$ cat src/rtl/pport_pkg.sv
package pport_pkg;
  localparam int ADDR_W = 2;
  localparam int DATA_W = 8;
  localparam int CTL_W  = 4;
  localparam int STAT_W = 5;
  localparam int SYNC_STAGES = 2;

  localparam logic [ADDR_W-1:0] OFS_DATA = 2'd0;
  localparam logic [ADDR_W-1:0] OFS_STAT = 2'd1;
  localparam logic [ADDR_W-1:0] OFS_CTRL = 2'd2;

  // 1 = line active low (register 1 pulls pin low)
  localparam logic [CTL_W-1:0] CTL_INV_MASK = 4'b1011;
  localparam logic [CTL_W-1:0] CTL_LINES_RST = 4'b0100;
  localparam logic [DATA_W-1:0] DATA_RST = '0;

  typedef struct packed {
    logic             bidir;
    logic             ien;
    logic [CTL_W-1:0] lines;
  } ctrl_t;
endpackage

$ cat src/rtl/pport_sync.sv
module pport_sync #(
  parameter int W = 1,
  parameter int STAGES = 2
) (
  input  logic         clk,
  input  logic         rst_n,
  input  logic [W-1:0] d,
  output logic [W-1:0] q
);
  logic [STAGES-1:0][W-1:0] stage_q;
  logic [STAGES-1:0][W-1:0] stage_nx;

  always_comb begin
    stage_nx[0] = d;
    for (int i = 1; i < STAGES; i++) stage_nx[i] = stage_q[i-1];
  end

  always_ff @(posedge clk or negedge rst_n) begin
    if (!rst_n) stage_q <= '0;
    else        stage_q <= stage_nx;
  end

  assign q = stage_q[STAGES-1];
endmodule

$ cat src/rtl/pport_host_regs.sv
module pport_host_regs
  import pport_pkg::*;
(
  input  logic              clk,
  input  logic              rst_n,
  input  logic              wr_en,
  input  logic [ADDR_W-1:0] addr,
  input  logic [DATA_W-1:0] wdata,
  output logic [DATA_W-1:0] data_q,
  output ctrl_t             ctrl_q
);
  logic              data_we;
  logic              ctrl_we;
  logic [DATA_W-1:0] data_nx;
  ctrl_t             ctrl_nx;

  always_comb begin
    data_we = wr_en && (addr == OFS_DATA);
    ctrl_we = wr_en && (addr == OFS_CTRL);
    data_nx = data_q;
    ctrl_nx = ctrl_q;
    if (data_we) data_nx = wdata;
    if (ctrl_we) ctrl_nx = ctrl_t'(wdata[CTL_W+1:0]);
  end

  always_ff @(posedge clk or negedge rst_n) begin
    if (!rst_n) begin
      data_q <= DATA_RST;
      ctrl_q <= '{bidir: 1'b0, ien: 1'b0, lines: CTL_LINES_RST};
    end else begin
      if (data_we) data_q <= data_nx;
      if (ctrl_we) ctrl_q <= ctrl_nx;
    end
  end
endmodule

$ cat src/rtl/pport_ack_irq.sv
module pport_ack_irq (
  input  logic clk,
  input  logic rst_n,
  input  logic ack_s,
  input  logic ien,
  output logic irq_pulse
);
  logic ack_d;
  logic pulse_q;
  logic pulse_nx;

  always_comb pulse_nx = ien && ack_d && !ack_s;

  always_ff @(posedge clk or negedge rst_n) begin
    if (!rst_n) begin
      ack_d   <= 1'b0;
      pulse_q <= 1'b0;
    end else begin
      ack_d   <= ack_s;
      pulse_q <= pulse_nx;
    end
  end

  assign irq_pulse = pulse_q;

  // a pulse never spans two cycles
  p_irq_single_r11: assert property (@(posedge clk) disable iff (!rst_n)
    irq_pulse |=> !irq_pulse);
  // a pulse only follows a cycle with interrupts enabled
  p_irq_enabled_r12: assert property (@(posedge clk) disable iff (!rst_n)
    irq_pulse |-> $past(ien));
endmodule

$ cat src/rtl/pport_regs.sv
module pport_regs
  import pport_pkg::*;
(
  input  logic              clk,
  input  logic              rst_n,
  input  logic              cpu_sel,
  input  logic              cpu_wr,
  input  logic [ADDR_W-1:0] cpu_addr,
  input  logic [DATA_W-1:0] cpu_wdata,
  output logic [DATA_W-1:0] cpu_rdata,
  output logic [DATA_W-1:0] data_pin_out,
  output logic              data_pin_oe,
  input  logic [DATA_W-1:0] data_pin_in,
  output logic [CTL_W-1:0]  ctl_pin_drive_low,
  input  logic [CTL_W-1:0]  ctl_pin_in,
  input  logic [STAT_W-1:0] stat_pin_in,
  output logic              irq_pulse,
  output logic              irq_oe
);
  localparam int STAT_UNDEF_W = DATA_W - STAT_W;
  localparam int CTRL_PAD_W   = DATA_W - CTL_W - 2;

  logic [DATA_W-1:0] data_q;
  ctrl_t             ctrl_q;
  logic [DATA_W-1:0] data_s;
  logic [CTL_W-1:0]  ctl_s;
  logic [STAT_W-1:0] stat_s;
  logic [CTL_W-1:0]  ctl_rd;
  logic              wr_en;

  assign wr_en = cpu_sel && cpu_wr;

  pport_host_regs u_regs (
    .clk(clk), .rst_n(rst_n), .wr_en(wr_en), .addr(cpu_addr),
    .wdata(cpu_wdata), .data_q(data_q), .ctrl_q(ctrl_q)
  );

  pport_sync #(.W(DATA_W), .STAGES(SYNC_STAGES)) u_sync_data (
    .clk(clk), .rst_n(rst_n), .d(data_pin_in), .q(data_s)
  );
  pport_sync #(.W(CTL_W), .STAGES(SYNC_STAGES)) u_sync_ctl (
    .clk(clk), .rst_n(rst_n), .d(ctl_pin_in), .q(ctl_s)
  );
  pport_sync #(.W(STAT_W), .STAGES(SYNC_STAGES)) u_sync_stat (
    .clk(clk), .rst_n(rst_n), .d(stat_pin_in), .q(stat_s)
  );

  pport_ack_irq u_irq (
    .clk(clk), .rst_n(rst_n), .ack_s(stat_s[STAT_W-2]),
    .ien(ctrl_q.ien), .irq_pulse(irq_pulse)
  );

  // per-line polarity between register bit and open-collector pin
  for (genvar g = 0; g < CTL_W; g++) begin : g_ctl_line
    if (CTL_INV_MASK[g]) begin : g_inv
      assign ctl_pin_drive_low[g] = ctrl_q.lines[g];
      assign ctl_rd[g]            = ~ctl_s[g];
    end else begin : g_true
      assign ctl_pin_drive_low[g] = ~ctrl_q.lines[g];
      assign ctl_rd[g]            = ctl_s[g];
    end
  end

  assign data_pin_out = data_q;
  assign data_pin_oe  = ~ctrl_q.bidir;
  assign irq_oe       = ctrl_q.ien;

  always_comb begin
    case (cpu_addr)
      OFS_DATA: cpu_rdata = data_s;
      OFS_STAT: cpu_rdata = {~stat_s[STAT_W-1], stat_s[STAT_W-2:0],
                             {STAT_UNDEF_W{1'b1}}};
      OFS_CTRL: cpu_rdata = {{CTRL_PAD_W{1'b0}}, ctrl_q.bidir, ctrl_q.ien, ctl_rd};
      default:  cpu_rdata = '0;
    endcase
  end

  // the data latch only moves on a data write
  p_data_hold_r2: assert property (@(posedge clk) disable iff (!rst_n)
    !(wr_en && cpu_addr == OFS_DATA) |=> $stable(data_pin_out));
  // setting the direction bit releases the data drivers
  p_bidir_release_r4: assert property (@(posedge clk) disable iff (!rst_n)
    (wr_en && cpu_addr == OFS_CTRL && cpu_wdata[5]) |=> !data_pin_oe);
  // 0100 on the line bits releases all four lines
  p_release_lines_r9: assert property (@(posedge clk) disable iff (!rst_n)
    (wr_en && cpu_addr == OFS_CTRL && cpu_wdata[3:0] == 4'b0100)
    |=> (ctl_pin_drive_low == '0));
  // status writes touch no output
  p_stat_write_ignored_r6: assert property (@(posedge clk) disable iff (!rst_n)
    (wr_en && cpu_addr == OFS_STAT) |=> ($stable(data_pin_out) &&
      $stable(data_pin_oe) && $stable(ctl_pin_drive_low) && $stable(irq_oe)));
endmodule

$ cat config.mk
export PLATFORM = sky130hd
export DESIGN_NAME = pport_regs
export DESIGN_NICKNAME = d
export VERILOG_FILES = /design/src/rtl/pport_pkg.sv /design/src/rtl/pport_sync.sv /design/src/rtl/pport_host_regs.sv /design/src/rtl/pport_ack_irq.sv /design/src/rtl/pport_regs.sv
export SDC_FILE = /design/constraint.sdc
export NUM_CORES = 1
export LEC_CHECK = 0
export BUFFER_PORTS_ARGS = -buffer_cell sky130_fd_sc_hd__buf_4
export CORE_AREA = 2 2 65 67
export DETAILED_ROUTE_END_ITERATION = 10
export DIE_AREA = 0 0 67 69
export PLACE_DENSITY = 0.67
export SETUP_SLACK_MARGIN = 0.1
export SYNTH_ARGS = -nofsm -noshare
export SYNTH_HDL_FRONTEND = slang
export SYNTH_SLANG_ARGS = --single-unit
$ cat constraint.sdc
create_clock -name clk -period 0.8 [get_ports clk]
set_input_delay 0.08 -clock clk [delete_from_list [all_inputs] [get_ports clk]]
set_output_delay 0.08 -clock clk [all_outputs]
set_load 0.02 [all_outputs]
After elaboration in Yosys (flattened, before gate mapping):

Cells that the tools add are included.

* equal/unequal tests: 2
* mux-type cells: 1
* bitwise gates (word level): 6
* reduce and logical (&&, ||, !) cells: 7

Operators by type and width (number)
* $pmux W8 S3: 1
* $not A1 Y1: 6
* $logic_and A1 B1 Y1: 5
* $eq A2 B1 Y1 const B: 1
* $eq A2 B2 Y1 const B: 1
* $logic_not A2 Y1: 1
* $logic_not A1 Y1: 1

* bits in registers: 50
* input port bits: 31
* output and inout port bits: 23
* logic and storage cells: 28

Longest topological paths before layout:

* depth after elaboration: 2
* depth in mapped cells: 3
* gate-level depth less buffers: 2

By module:

Synthesis repeated with hierarchy kept, for this count alone.

* cell total of the unflattened synthesis: 96
* area total of the unflattened synthesis: 1634.1 sq um

By module, submodules not included
* pport_host_regs: times used 1, cells an instance 30, area each 535.5 sq um, seq. area each 351.6 sq um
* pport_sync (u_sync_data): times used 1, cells an instance 16, area each 400.4 sq um, seq. area each 400.4 sq um
* pport_sync (u_sync_stat): times used 1, cells an instance 10, area each 250.2 sq um, seq. area each 250.2 sq um
* pport_sync (u_sync_ctl): times used 1, cells an instance 8, area each 200.2 sq um, seq. area each 200.2 sq um
* pport_regs: times used 1, cells an instance 29, area each 188.9 sq um, seq. area each 0.0 sq um
* pport_ack_irq: times used 1, cells an instance 3, area each 58.8 sq um, seq. area each 50.0 sq um

Least setup slack after synthesis:

OpenSTA, ideal clock, no wires.

* kind: input -> register
* start: in cpu_addr[0]
* end: reg u_regs.data_q[0]
* setup time: 0.125 ns
* arrival: 0.794 ns
* required time: 0.675 ns
* setup slack: -0.119 ns
* stages: 3
* buffers on the path: 1
* path through: and4bb_1 > buf_4 > mux2_4

* cells in the longest elaborated chain, start to end: 2

RTL lines
* start: declaration: RTL line pport_regs.sv:8 `input logic [ADDR_W-1:0] cpu_addr,`
* $logic_not A2 Y1: RTL line pport_host_regs.sv:18 `data_we = wr_en && (addr == OFS_DATA);`
* $logic_and A1 B1 Y1: RTL line pport_host_regs.sv:18
* end signal: assignment: RTL line pport_host_regs.sv:31 `if (data_we) data_q <= data_nx;`
* end: declaration: RTL line pport_host_regs.sv:9 `output logic [DATA_W-1:0] data_q,`

No other way between the ends.
A chain may end at the register's enable or synchronous reset.

Worst setup path after layout:

* start: reg u_sync_data.stage_q, in the netlist u_sync_data.q[5]
* end: out cpu_rdata[5]

* cells in the longest elaborated chain, start to end: 1

RTL lines
* start: declaration: RTL line pport_sync.sv:10 `logic [STAGES-1:0][W-1:0] stage_q;`
* start signal: assignment: RTL line pport_sync.sv:20 `else stage_q <= stage_nx;`
* $pmux W8 S3: RTL line pport_regs.sv:69 `case (cpu_addr)`
* end: declaration: RTL line pport_regs.sv:10 `output logic [DATA_W-1:0] cpu_rdata,`

No other way between the ends.

==> impl_results.md <==
- Drt drc: 0
- Area Overhead vs Synth: 68.4%
- Post-synth top cells: 49 x dfrtp_1, 8 x mux2_4
- Total GRT Usage: 16.4%
- Sw Ratio: 24.5%
- Worst hold stages: 2
- Cell with the most instances after synthesis: dfrtp_1
- Max cap viols: 0
- Fin. Hold Viols: 0
- Root buf cell: clkbuf_8
- Rows: 23
- Die Height: 69 µm
- Final Total Pwr: 0.00618 W
- Initial antenna violation count: 0
- Vias: 1070
- Synth Area in Simple Gates: 4.62%
- Core area: 0.00391 mm²
- Reg power frac: 47.9%
- Ranking of synthesized cells by area: dfrtp_1 74%, mux2_4 7.3%, mux2_2 2.7%
- Fmax: 0.840 GHz
- Final worst setup slack: -0.390 ns
- Clock transition at path regs: 0.08 ns
- Int Power: 0.00466 W
- Net Count, Synth: 125
- Clock Skew: 0.00455 ns
- Ports: 54
- Mux cell area share after synthesis: 13.8%
- Clock sink count: 50
- Period utilization: 149%
- Worst Hold Class: input pin to register
- DIE WIDTH: 67 µm
- HP Start: cpu_wdata[6]
- EDFF count, synth: 0
- Syn avg cell area: 17.6 µm²
- Vias in the first global route: 1195
- Sequential share of the synthesized area: 75.8%
- Clock Latency Late Sink: 0.30 ns
- Routed WL: 3360 µm
- Count of different cell masters after synthesis: 18
- Tmin final: 1.19 ns
- Net Switching: 0.00152 W
- Via/cell ratio: 4.53
- Largest net degree at the start of global routing: 25
- Yosys top cell by area: dfrtp_1
- DPL Wire Length: 2310 µm
- Power per cell area: 2220 mW/mm²
- Failing checks: setup timing
- Reg2Reg Depth: 2
- Worst Tran Pin Value: 0.280 ns
- Overflow after GRT: 0
- Main combinational cell family by area after synthesis: multiplexers
- N_diodes: 0
- Layout cells sized above 1: 60.2%
- Max Root-Sink Buffers: 2
- Post-Syn Area: 0.00165 mm²
- P_leak: 1.33 nW
- Status: complete, but fails checks
- Combinational share of power: 25.0%
- IO buf count: 53
- FFs w/ async S/R, synth: 100%
- Critical path capture point type: output pin
- Worst Hold End: u_regs.data_q[6]
- Drt pass-1 iters: 3
- Synth Area in Compound Gates: 2.88%
- Synth top area share: 74.2%
- Routed WL per cell: 14.2 µm
- Initial Util: 42.2%
- RSZ-0062 raised after global routing: yes
- Critical path peak fanout: 1
- Post-Synth Adder-Cell Area: 0%
- Predominant post-synthesis flop cell: dfrtp_1
- Initial DRC Count: 53
- Worst path arrival time: 1.11 ns
- Pins Over Slew Limit: 0
- Slew margin rel.: 81.3%
- Final Net Count: 216
- H-tree depth: 2
- FF+latch count, synth: 50
- Gate count of the mapped netlist: 94
- Cts bufs inserted: 5
- Setup violators final: 31
- Gpl congestion: 0.665
- Critical Path RT: 0.72 ns
- Setup crit start kind: register
- WS Path Type: register to output pin
- CTS tree: built
- Max VDD drop: 1.46 mV
- Filler cells: 285
- R2r setup slk: -0.11 ns
- Synth warnings: 0
- First-pass GRT wire length: 5490 µm
- XOR/XNOR share of the synthesized area: 0%
- Worst slack at placement: -0.289 ns
- RR Endpoint: u_regs.data_q[4]
- CTS Hold Buffers Added: 18
- Clock power share: 27.1%
- Die area: 0.00462 mm²
- Final ANT Viol Nets: 0
- Worst R2R Start: u_regs.data_q[4]
- Reg area: 0.00125 mm²
- Multi-input gate area: 488 µm²
## metal layers
| metal | wire [µm] | vias to the layer above | global-route usage, % |
|---|---|---|---|
| li1 | - | 493 | - |
| met5 | 0 | - | 0 |
| met3 | 177 | 8 | 6.20 |
| met2 | 1810 | 33 | 26.2 |
| met4 | 78 | 0 | 9.52 |
| met1 | 1290 | 536 | 18.4 |
## worst max-delay path, stage by stage, from the launching register on
cell	delay, ns
dfrtp_1	0.38
mux2i_2	0.21
o22ai_4	0.09
buf_6	0.14
## how the worst max path moves through the flow
stage,cells past startpoint,endpoint,slack (ns),startpoint
2_1_floorplan,3,u_regs.data_q[0],-0.10,cpu_addr[0]
3_3_place_gp,4,u_regs.data_q[2],-0.27,cpu_addr[0]
3_5_place_dp,4,u_regs.data_q[3],-0.29,cpu_addr[0]
4_1_cts,3,cpu_rdata[5],-0.42,u_sync_data.q[5]
5_1_grt,3,cpu_rdata[5],-0.46,u_sync_data.q[5]
6_report,3,cpu_rdata[5],-0.39,u_sync_data.q[5]
## placed cells by master (no fill, tap or decap), types with 2 or more instances in the layout
cell,netlist,final
dfrtp_1,49,48
buf_4,4,41
buf_6,0,28
dlygate4sd3_1,0,18
mux2_4,8,13
clkbuf_8,0,5
o22ai_4,0,4
nor2_2,0,3
buf_12,0,3
nand2b_4,0,2
mux2i_2,0,2
o2bb2ai_2,0,2
mux2i_1,4,2
inv_2,0,2
clkbuf_1,0,2
## power groups by stage
stage / Sequential (W) / Combinational [W] / Clock, W
2_1_floorplan: 0.00307 / 0.000545 / 0
3_3_place_gp: 0.00296 / 0.00118 / 0
3_5_place_dp: 0.00297 / 0.00121 / 0
4_1_cts: 0.00296 / 0.00146 / 0.00175
5_1_grt: 0.00299 / 0.00163 / 0.00188
6_report: 0.00296 / 0.00155 / 0.00167
## through the flow
stage	hold WS [ns]	cell area, µm²	cells	setup TNS [ns]	util, %
2_1_floorplan	-0.216	1780	94	-0.861	-
3_3_place_gp	-0.0224	2320	203	-5.19	59.2
3_5_place_dp	-0.0184	2320	203	-5.25	59.2
4_1_cts	-0.00637	2730	231	-5.39	69.6
5_1_grt	-0.00884	2780	236	-6.61	71.1
6_report	0.0109	2780	236	-5.27	71.1
## registers in the layout, summed over array words and instances, names as in the netlist
register / count
u_regs.data_q: 8
u_sync_data.q: 8
u_sync_data.stage_nx: 8
u_regs.ctrl_q: 6
u_sync_stat.q: 5
u_sync_stat.stage_nx: 5
u_sync_ctl.q: 4
u_sync_ctl.stage_nx: 4
u_irq.ack_d: 1
u_irq.irq_pulse: 1
## cell families (layout without fill, tap and decap cells)
logic type / count (synthesis) / in the layout
flops: 50 / 50
mux: 18 / 18
simple gates: 11 / 11
buf+inv: 8 / 100
compound gates: 7 / 7
## repair_timing
item | 4_1_cts | 5_1_grt
pin swaps | 6 | 2
setup endpoints to repair | 38 | 38
gates cloned | 0 | 0
resized for setup | 29 | 5
endpoints found under the hold margin | 69 | 2
buffers inserted | 2 | 6
## final cells by class
| cell class | count | share of cell area (%) |
|---|---|---|
| Inverter | 2 | 0.270 |
| Clock inverter | 1 | 1.08 |
| Tap cell | 50 | 2.25 |
| Clock buffer | 7 | 2.74 |
| Sequential cell | 50 | 45.1 |
| Multi-Input combinational cell | 36 | 17.5 |
| Timing Repair Buffer | 90 | 31.0 |
Note: power is estimated with default switching activity, not from simulation.
